**src/rtl/csd_pkg.sv**
```systemverilog
package csd_pkg;

  localparam int WORD_W = 32;
  localparam int LEN_W  = 12;
  localparam int SUB_W  = 7;

  // fixed identity codes every header must carry
  localparam logic [2:0] HDR_CTYPE = 3'd3;
  localparam logic [1:0] HDR_PIPE  = 2'd2;
  localparam logic [3:0] HDR_OPC   = 4'hB;

  localparam logic [SUB_W-1:0] SUB_PIPE_MODE = 7'd0;
  localparam logic [SUB_W-1:0] SUB_START     = 7'd33;

  // total command length in dwords for a sub-number; 0 marks an unknown one
  function automatic logic [5:0] expTotal(input logic [SUB_W-1:0] sub);
    case (sub)
      7'd0:    expTotal = 6'd3;
      7'd1:    expTotal = 6'd5;
      7'd2:    expTotal = 6'd6;
      7'd3:    expTotal = 6'd2;
      7'd4:    expTotal = 6'd49;
      7'd5:    expTotal = 6'd11;
      7'd32:   expTotal = 6'd5;
      7'd33:   expTotal = 6'd2;
      default: expTotal = 6'd0;
    endcase
  endfunction

  // strobes from control to datapath
  typedef struct packed {
    logic hdrTake;   // legal header accepted
    logic payWrite;  // payload dword accepted
    logic cfgLoad;   // final dword of a pipe-mode command
    logic errSet;    // illegal header accepted
  } csd_ctl_t;

  typedef enum logic [1:0] {
    ST_HDR,
    ST_PAY,
    ST_SKIP,
    ST_HOLD
  } csd_state_e;

endpackage

```
**src/rtl/csd_ctrl.sv**
```systemverilog
module csd_ctrl
  import csd_pkg::*;
(
  input  logic             clk,
  input  logic             rstN,
  input  logic             inValid,
  input  logic [15:0]      hdrHi,
  input  logic [LEN_W-1:0] hdrLen,
  input  logic             outReady,
  output logic             inReady,
  output logic             outValid,
  output csd_ctl_t         ctl
);

  localparam int REM_W = LEN_W + 1;

  csd_state_e       state;
  logic [REM_W-1:0] remaining;
  logic             isPipeMode;

  logic             fire;
  logic [2:0]       fCtype;
  logic [1:0]       fPipe;
  logic [3:0]       fOpc;
  logic [SUB_W-1:0] fSub;
  logic [5:0]       total;
  logic             idOk;
  logic             known;
  logic             lenOk;
  logic             legal;
  logic             lastBeat;

  always_comb begin
    fCtype = hdrHi[15:13];
    fPipe  = hdrHi[12:11];
    fOpc   = hdrHi[10:7];
    fSub   = hdrHi[6:0];
    total  = expTotal(fSub);
    idOk   = (fCtype == HDR_CTYPE) && (fPipe == HDR_PIPE) && (fOpc == HDR_OPC);
    known  = (total != 6'd0);
    lenOk  = (hdrLen == LEN_W'(total - 6'd2));
    legal  = idOk && known && lenOk;
  end

  assign inReady  = (state != ST_HOLD);
  assign outValid = (state == ST_HOLD);
  assign fire     = inValid && inReady;
  assign lastBeat = (remaining == REM_W'(1));

  always_comb begin
    ctl          = '0;
    ctl.hdrTake  = (state == ST_HDR) && fire && legal;
    ctl.errSet   = (state == ST_HDR) && fire && !legal;
    ctl.payWrite = (state == ST_PAY) && fire;
    ctl.cfgLoad  = (state == ST_PAY) && fire && lastBeat && isPipeMode;
  end

  always_ff @(posedge clk or negedge rstN) begin
    if (!rstN) begin
      state      <= ST_HDR;
      remaining  <= '0;
      isPipeMode <= 1'b0;
    end else begin
      case (state)
        ST_HDR: begin
          if (fire) begin
            remaining  <= {1'b0, hdrLen} + REM_W'(1);
            isPipeMode <= (fSub == SUB_PIPE_MODE);
            state      <= legal ? ST_PAY : ST_SKIP;
          end
        end
        ST_PAY: begin
          if (fire) begin
            remaining <= remaining - REM_W'(1);
            if (lastBeat) state <= ST_HOLD;
          end
        end
        ST_SKIP: begin
          if (fire) begin
            remaining <= remaining - REM_W'(1);
            if (lastBeat) state <= ST_HDR;
          end
        end
        default: begin
          if (outReady) state <= ST_HDR;
        end
      endcase
    end
  end

endmodule

```
**src/rtl/csd_datapath.sv**
```systemverilog
module csd_datapath
  import csd_pkg::*;
#(
  parameter int PAY_DW = 48
) (
  input  logic                     clk,
  input  logic                     rstN,
  input  logic [WORD_W-1:0]        inData,
  input  csd_ctl_t                 ctl,
  input  logic                     holding,
  output logic [SUB_W-1:0]         outKind,
  output logic [PAY_DW*WORD_W-1:0] outPayload,
  output logic                     outLast,
  output logic                     errSticky,
  output logic                     cfgStreamOut,
  output logic [WORD_W-1:0]        cfgSoftReset
);

  localparam int IDX_W = $clog2(PAY_DW + 1);

  logic [IDX_W-1:0]  idx;
  logic [WORD_W-1:0] firstWord;

  always_ff @(posedge clk or negedge rstN) begin
    if (!rstN) begin
      idx     <= '0;
      outKind <= '0;
    end else if (ctl.hdrTake) begin
      idx     <= '0;
      outKind <= inData[22:16];
    end else if (ctl.payWrite) begin
      idx <= idx + IDX_W'(1);
    end
  end

  for (genvar g = 0; g < PAY_DW; g++) begin : g_word
    logic [WORD_W-1:0] word;
    always_ff @(posedge clk or negedge rstN) begin
      if (!rstN)                                 word <= '0;
      else if (ctl.hdrTake)                      word <= '0;
      else if (ctl.payWrite && idx == IDX_W'(g)) word <= inData;
    end
    assign outPayload[WORD_W*g +: WORD_W] = word;
  end

  assign firstWord = outPayload[WORD_W-1:0];

  always_ff @(posedge clk or negedge rstN) begin
    if (!rstN) begin
      errSticky    <= 1'b0;
      cfgStreamOut <= 1'b0;
      cfgSoftReset <= '0;
    end else begin
      if (ctl.errSet) errSticky <= 1'b1;
      if (ctl.cfgLoad) begin
        cfgStreamOut <= firstWord[4];
        cfgSoftReset <= inData;
      end
    end
  end

  assign outLast = holding && (outKind == SUB_START) && firstWord[0];

endmodule

```
**src/rtl/cmd_stream_decoder.sv**
```systemverilog
module cmd_stream_decoder
  import csd_pkg::*;
#(
  parameter int PAY_DW = 48
) (
  input  logic                     clk,
  input  logic                     rstN,
  input  logic                     cmdValid,
  input  logic [31:0]              cmdData,
  output logic                     cmdReady,
  output logic                     outValid,
  input  logic                     outReady,
  output logic [6:0]               outKind,
  output logic [PAY_DW*32-1:0]     outPayload,
  output logic                     outLast,
  output logic                     errSticky,
  output logic                     cfgStreamOut,
  output logic [31:0]              cfgSoftReset
);

  csd_ctl_t ctl;

  csd_ctrl ctrl_i (
    .clk      (clk),
    .rstN     (rstN),
    .inValid  (cmdValid),
    .hdrHi    (cmdData[31:16]),
    .hdrLen   (cmdData[LEN_W-1:0]),
    .outReady (outReady),
    .inReady  (cmdReady),
    .outValid (outValid),
    .ctl      (ctl)
  );

  csd_datapath #(.PAY_DW(PAY_DW)) dp_i (
    .clk          (clk),
    .rstN         (rstN),
    .inData       (cmdData),
    .ctl          (ctl),
    .holding      (outValid),
    .outKind      (outKind),
    .outPayload   (outPayload),
    .outLast      (outLast),
    .errSticky    (errSticky),
    .cfgStreamOut (cfgStreamOut),
    .cfgSoftReset (cfgSoftReset)
  );

endmodule

```
**config.mk**
```make
export PLATFORM = sky130hd
export DESIGN_NAME = cmd_stream_decoder
export DESIGN_NICKNAME = d
export VERILOG_FILES = /design/src/rtl/csd_pkg.sv /design/src/rtl/csd_ctrl.sv /design/src/rtl/csd_datapath.sv /design/src/rtl/cmd_stream_decoder.sv
export SDC_FILE = /design/constraint.sdc
export NUM_CORES = 2
export LEC_CHECK = 0
export BUFFER_PORTS_ARGS = -buffer_cell sky130_fd_sc_hd__buf_2
export CAP_MARGIN = 20
export CORE_AREA = 3 3 630 632
export CTS_BUF_LIST = sky130_fd_sc_hd__clkbuf_2 sky130_fd_sc_hd__clkbuf_4 sky130_fd_sc_hd__clkbuf_8
export DETAILED_ROUTE_END_ITERATION = 6
export DIE_AREA = 0 0 633 635
export PLACE_DENSITY = 0.3
export SYNTH_ARGS = -nofsm -noshare
export SYNTH_HDL_FRONTEND = slang
export SYNTH_HIERARCHICAL = 1
export SYNTH_SLANG_ARGS = --single-unit
```
**constraint.sdc**
```tcl
create_clock -name clk -period 3.5 [get_ports clk]
set_clock_uncertainty 0.1 [all_clocks]
set_input_delay 0.7 -clock clk [delete_from_list [all_inputs] [get_ports clk]]
set_output_delay 0.7 -clock clk [all_outputs]
set_load 0.005 [all_outputs]
```
==> results by group <==
GRT
  – Vias in the first global route: 53500
  – First-pass GRT wire length: 519 mm
  – Grt ovf: 0
  – Largest net degree at the start of global routing: 98
  – Antenna violations before repair: 38
  – GRT Overall Usage: 0.189

Synth
  – Ys flop type: dfrtp_1
  – Syn_area_per_cell: 12.7 µm²
  – Yosys warning total: 6
  – Syn Inst Count: 5527
  – Share of the synthesized area in the top cell type: 0.572
  – Post-synthesis sequential area ratio: 0.572
  – Distinct cell type count after synthesis: 61
  – Net Count, Synth: 5575
  – Most common cell in the netlist: dfrtp_1
  – Post-synth ARST share: 1.00
  – Post-synth EDFFs: 0
  – Area leader, netlist: dfrtp_1
  – Seq cells post-synth: 1599
  – Largest cells by area after synthesis: dfrtp_1 (57%), mux2i_1 (22%), nand2b_1 (14%), clkbuf_1 (1.6%), buf_4 (1.1%)
  – Post-Syn Area: 69900 µm²
  – Top cells by count, synth: dfrtp_1 (1599), nand2b_1 (1571), mux2i_1 (1540)

Placed design
  – DP HPWL: 273 mm
  – DP Cell Count: 12200
  – GP Congestion: 0.780
  – # port buffers: 1615

Timing
  – Worst Max-Slew Pin Slew: 1020 ps
  – Setup TNS: 0 ps
  – Fin crit period: 3450 ps
  – Slew HR: 0.321
  – RSZ-0062 raised after global routing: no
  – Final Max Tran Viols: 0
  – Achievable clock frequency: 0.290 GHz
  – Final worst-path cycle share: 0.987
  – Fin. Hold Viols: 0
  – Final Setup Violations: 0

Floorplanning
  – Die boundary height: 635 µm
  – Starting Density: 0.178
  – Die footprint: 402000 µm²
  – Row cnt: 230
  – Io pins: 1616
  – Die Width: 633 µm
  – Core Region: 392000 µm²

Status
  – Status: finished clean

Layout
  – Fill count: 41900
  – Synthesis-to-finish area growth: 36.1%
  – Final #Nets: 7439
  – Final core occ: 0.243
  – Fraction of layout instances using a drive strength above 1: 0.358
  – Post-Layout Cell Count: 12900

Critical path
  – CP peak stage delay: 570 ps
  – Worst r2r path cells: 8
  – Critical Path AT: 4210 ps
  – CP Class: in2reg
  – Reg2reg end: dp_i/g_word[43].word[18]
  – Critical Path Sink Type: flip-flop
  – Slowest CP cell: dlygate4sd3_1
  – R2R Setup Slk: 180 ps
  – Critical path, cell by cell: dlygate4sd3_1 > buf_2 > nor4b_2 > buf_4 > nand4_1 > buf_4 > nor4_1 > buf_4 > o2111ai_1 > nor2_4 > buf_4 > clkbuf_16 > nand2b_4 > buf_12 > mux2i_1
  – CP startpoint kind: input port
  – Worst R2R Start: ctrl_i/state[0]
  – CP required: 4250 ps
  – Most used cell, CP: buf_4
  – Top fanout value on the critical path: 20

Detailed routing
  – Vias: 50200
  – Via density: 3.91
  – TritonRoute pass-1 iters: 5
  – WL final: 393 mm
  – DRT iter0 DRCs: 2602
  – DR DRC count: 0
  – Antenna Nets Post-Route: 0
  – DR WL/cell: 30.6 µm

Clock tree
  – Clock sinks: 1599
  – Clock-pin slew on the worst setup and hold paths: 60 ps
  – CTS tree: built
  – Depth of the CTS H-tree: 5
  – Clk root buf: clkbuf_8
  – Number of CTS-inserted buffers: 340
  – Clock Path Buffers: 4
  – Worst skew pair latency: 1060 ps

Pwr
  – Overall Power: 42700 µW
  – Pleak: 0.0564 µW
  – Pwr Density: 449 nW/µm²
  – Worst vdd ir: 0.239 mV

Worst hold path
  – Hold_sp: cmdData[17]
  – Hold depth: 3
  – End of the worst hold path: dp_i/outKind[1]
  – HP Class: in2reg

Job
  – MaxCap Viol Count: 0
==> registers in the layout, indices dropped and copies added (netlist names) <==
signal and count:
dp_i/cfgSoftReset 32, dp_i/errSticky 1, dp_i/firstWord 32, dp_i/outKind 7
dp_i/g_word.word 1504, dp_i/cfgStreamOut 1, dp_i/idx 6, ctrl_i/state 2
ctrl_i/remaining 13, ctrl_i/isPipeMode 1
==> kinds of logic after synthesis <==
group           synth area share
fa+ha+maj                0.00215
simple gates               0.155
xor+xnor                 0.00213
flops                      0.572
mux                        0.227
buf+inv                   0.0365
compound gates           0.00503
==> how the worst max path moves through the flow <==
| stage | slack [ps] | endpoint | from |
|---|---|---|---|
| 4_1_cts | 8 | dp_i/g_word[38].word[17] | cmdData[6] |
| 3_5_place_dp | -920 | dp_i/g_word[32].word[24] | cmdData[16] |
| 2_1_floorplan | -130 | dp_i/g_word[5].word[31] | cmdData[20] |
| 6_report | 50 | dp_i/g_word[37].word[3] | cmdData[6] |
| 5_1_grt | 10 | dp_i/firstWord[3] | cmdData[6] |
| 3_3_place_gp | -1010 | dp_i/g_word[45].word[24] | cmdData[16] |
==> layout by cell type, fill, tap and decap left out, types with 8 or more instances in the layout <==
cell type,n
nand2b_4,32
ha_1,11
mux2i_1,1540
buf_2,1613
mux2_2,42
nor2_1,21
clkbuf_8,418
nand2_2,38
inv_1,8
a21oi_1,15
o21ai_0,13
dlygate4sd3_1,30
buf_12,176
diode_2,16
buf_4,209
nand2_1,19
clkinv_2,8
nand4_1,9
nand2_4,9
dfrtp_1,1598
clkbuf_4,131
nand2b_1,1539
xor2_1,10
nand3_1,9
==> final cells by class <==
| cell class | instances | area [µm²] | share of cell area |
|---|---|---|---|
| flip-flops and latches | 1599 | 40000 | 0.420 |
| clock inverters | 31 | 359 | 0.00377 |
| well taps | 5220 | 6530 | 0.0686 |
| multi-input cells | 3404 | 27800 | 0.292 |
| repair buffers | 2038 | 13700 | 0.144 |
| clock buffers | 549 | 6740 | 0.0708 |
| inverters | 8 | 30.0 | 0.000315 |
| diodes | 16 | 40.0 | 0.000421 |
==> metal layers <==
metal	part of all wire	track usage	vias to the layer above
li1	-	-	22100
met1	0.40	0.219	26100
met2	0.50	0.329	1605
met3	0.075	0.0614	485
met4	0.032	0.0559	8
met5	0.00012	0	-
==> critical path: cells and delay by family <==
kind | cells | cell delay [ps]
AOI/OAI and AO/OA | 1 | 200
muxes | 1 | 120
and+or+nand+nor | 5 | 1180
buffers and inverters | 8 | 1900
==> stage by stage <==
stage                     area, µm²  worst slack (ps)  hold slack (ps)
final                         95200              45.8              166
after global routing          95200              12.8             56.0
after CTS                     94900              8.45             38.5
after detailed placement      87500              -924              362
after global placement        87500             -1010              353
after floorplan               70200              -130              304
==> timing repair <==
item	4_1_cts	5_1_grt
endpoints found under the hold margin	417	0
buffers inserted	2	4
hold buffers	30	0
cloned	0	4
pin swaps	1	1
setup endpoints to repair	1	1206
gates resized for setup	4	8
==> report_power, final <==
part | internal (µW) | switching (µW)
Sequential | 18600 | 84.9
Combinational | 657 | 1680
Clock | 12300 | 9430
Power figures use the tool's default switching activity.
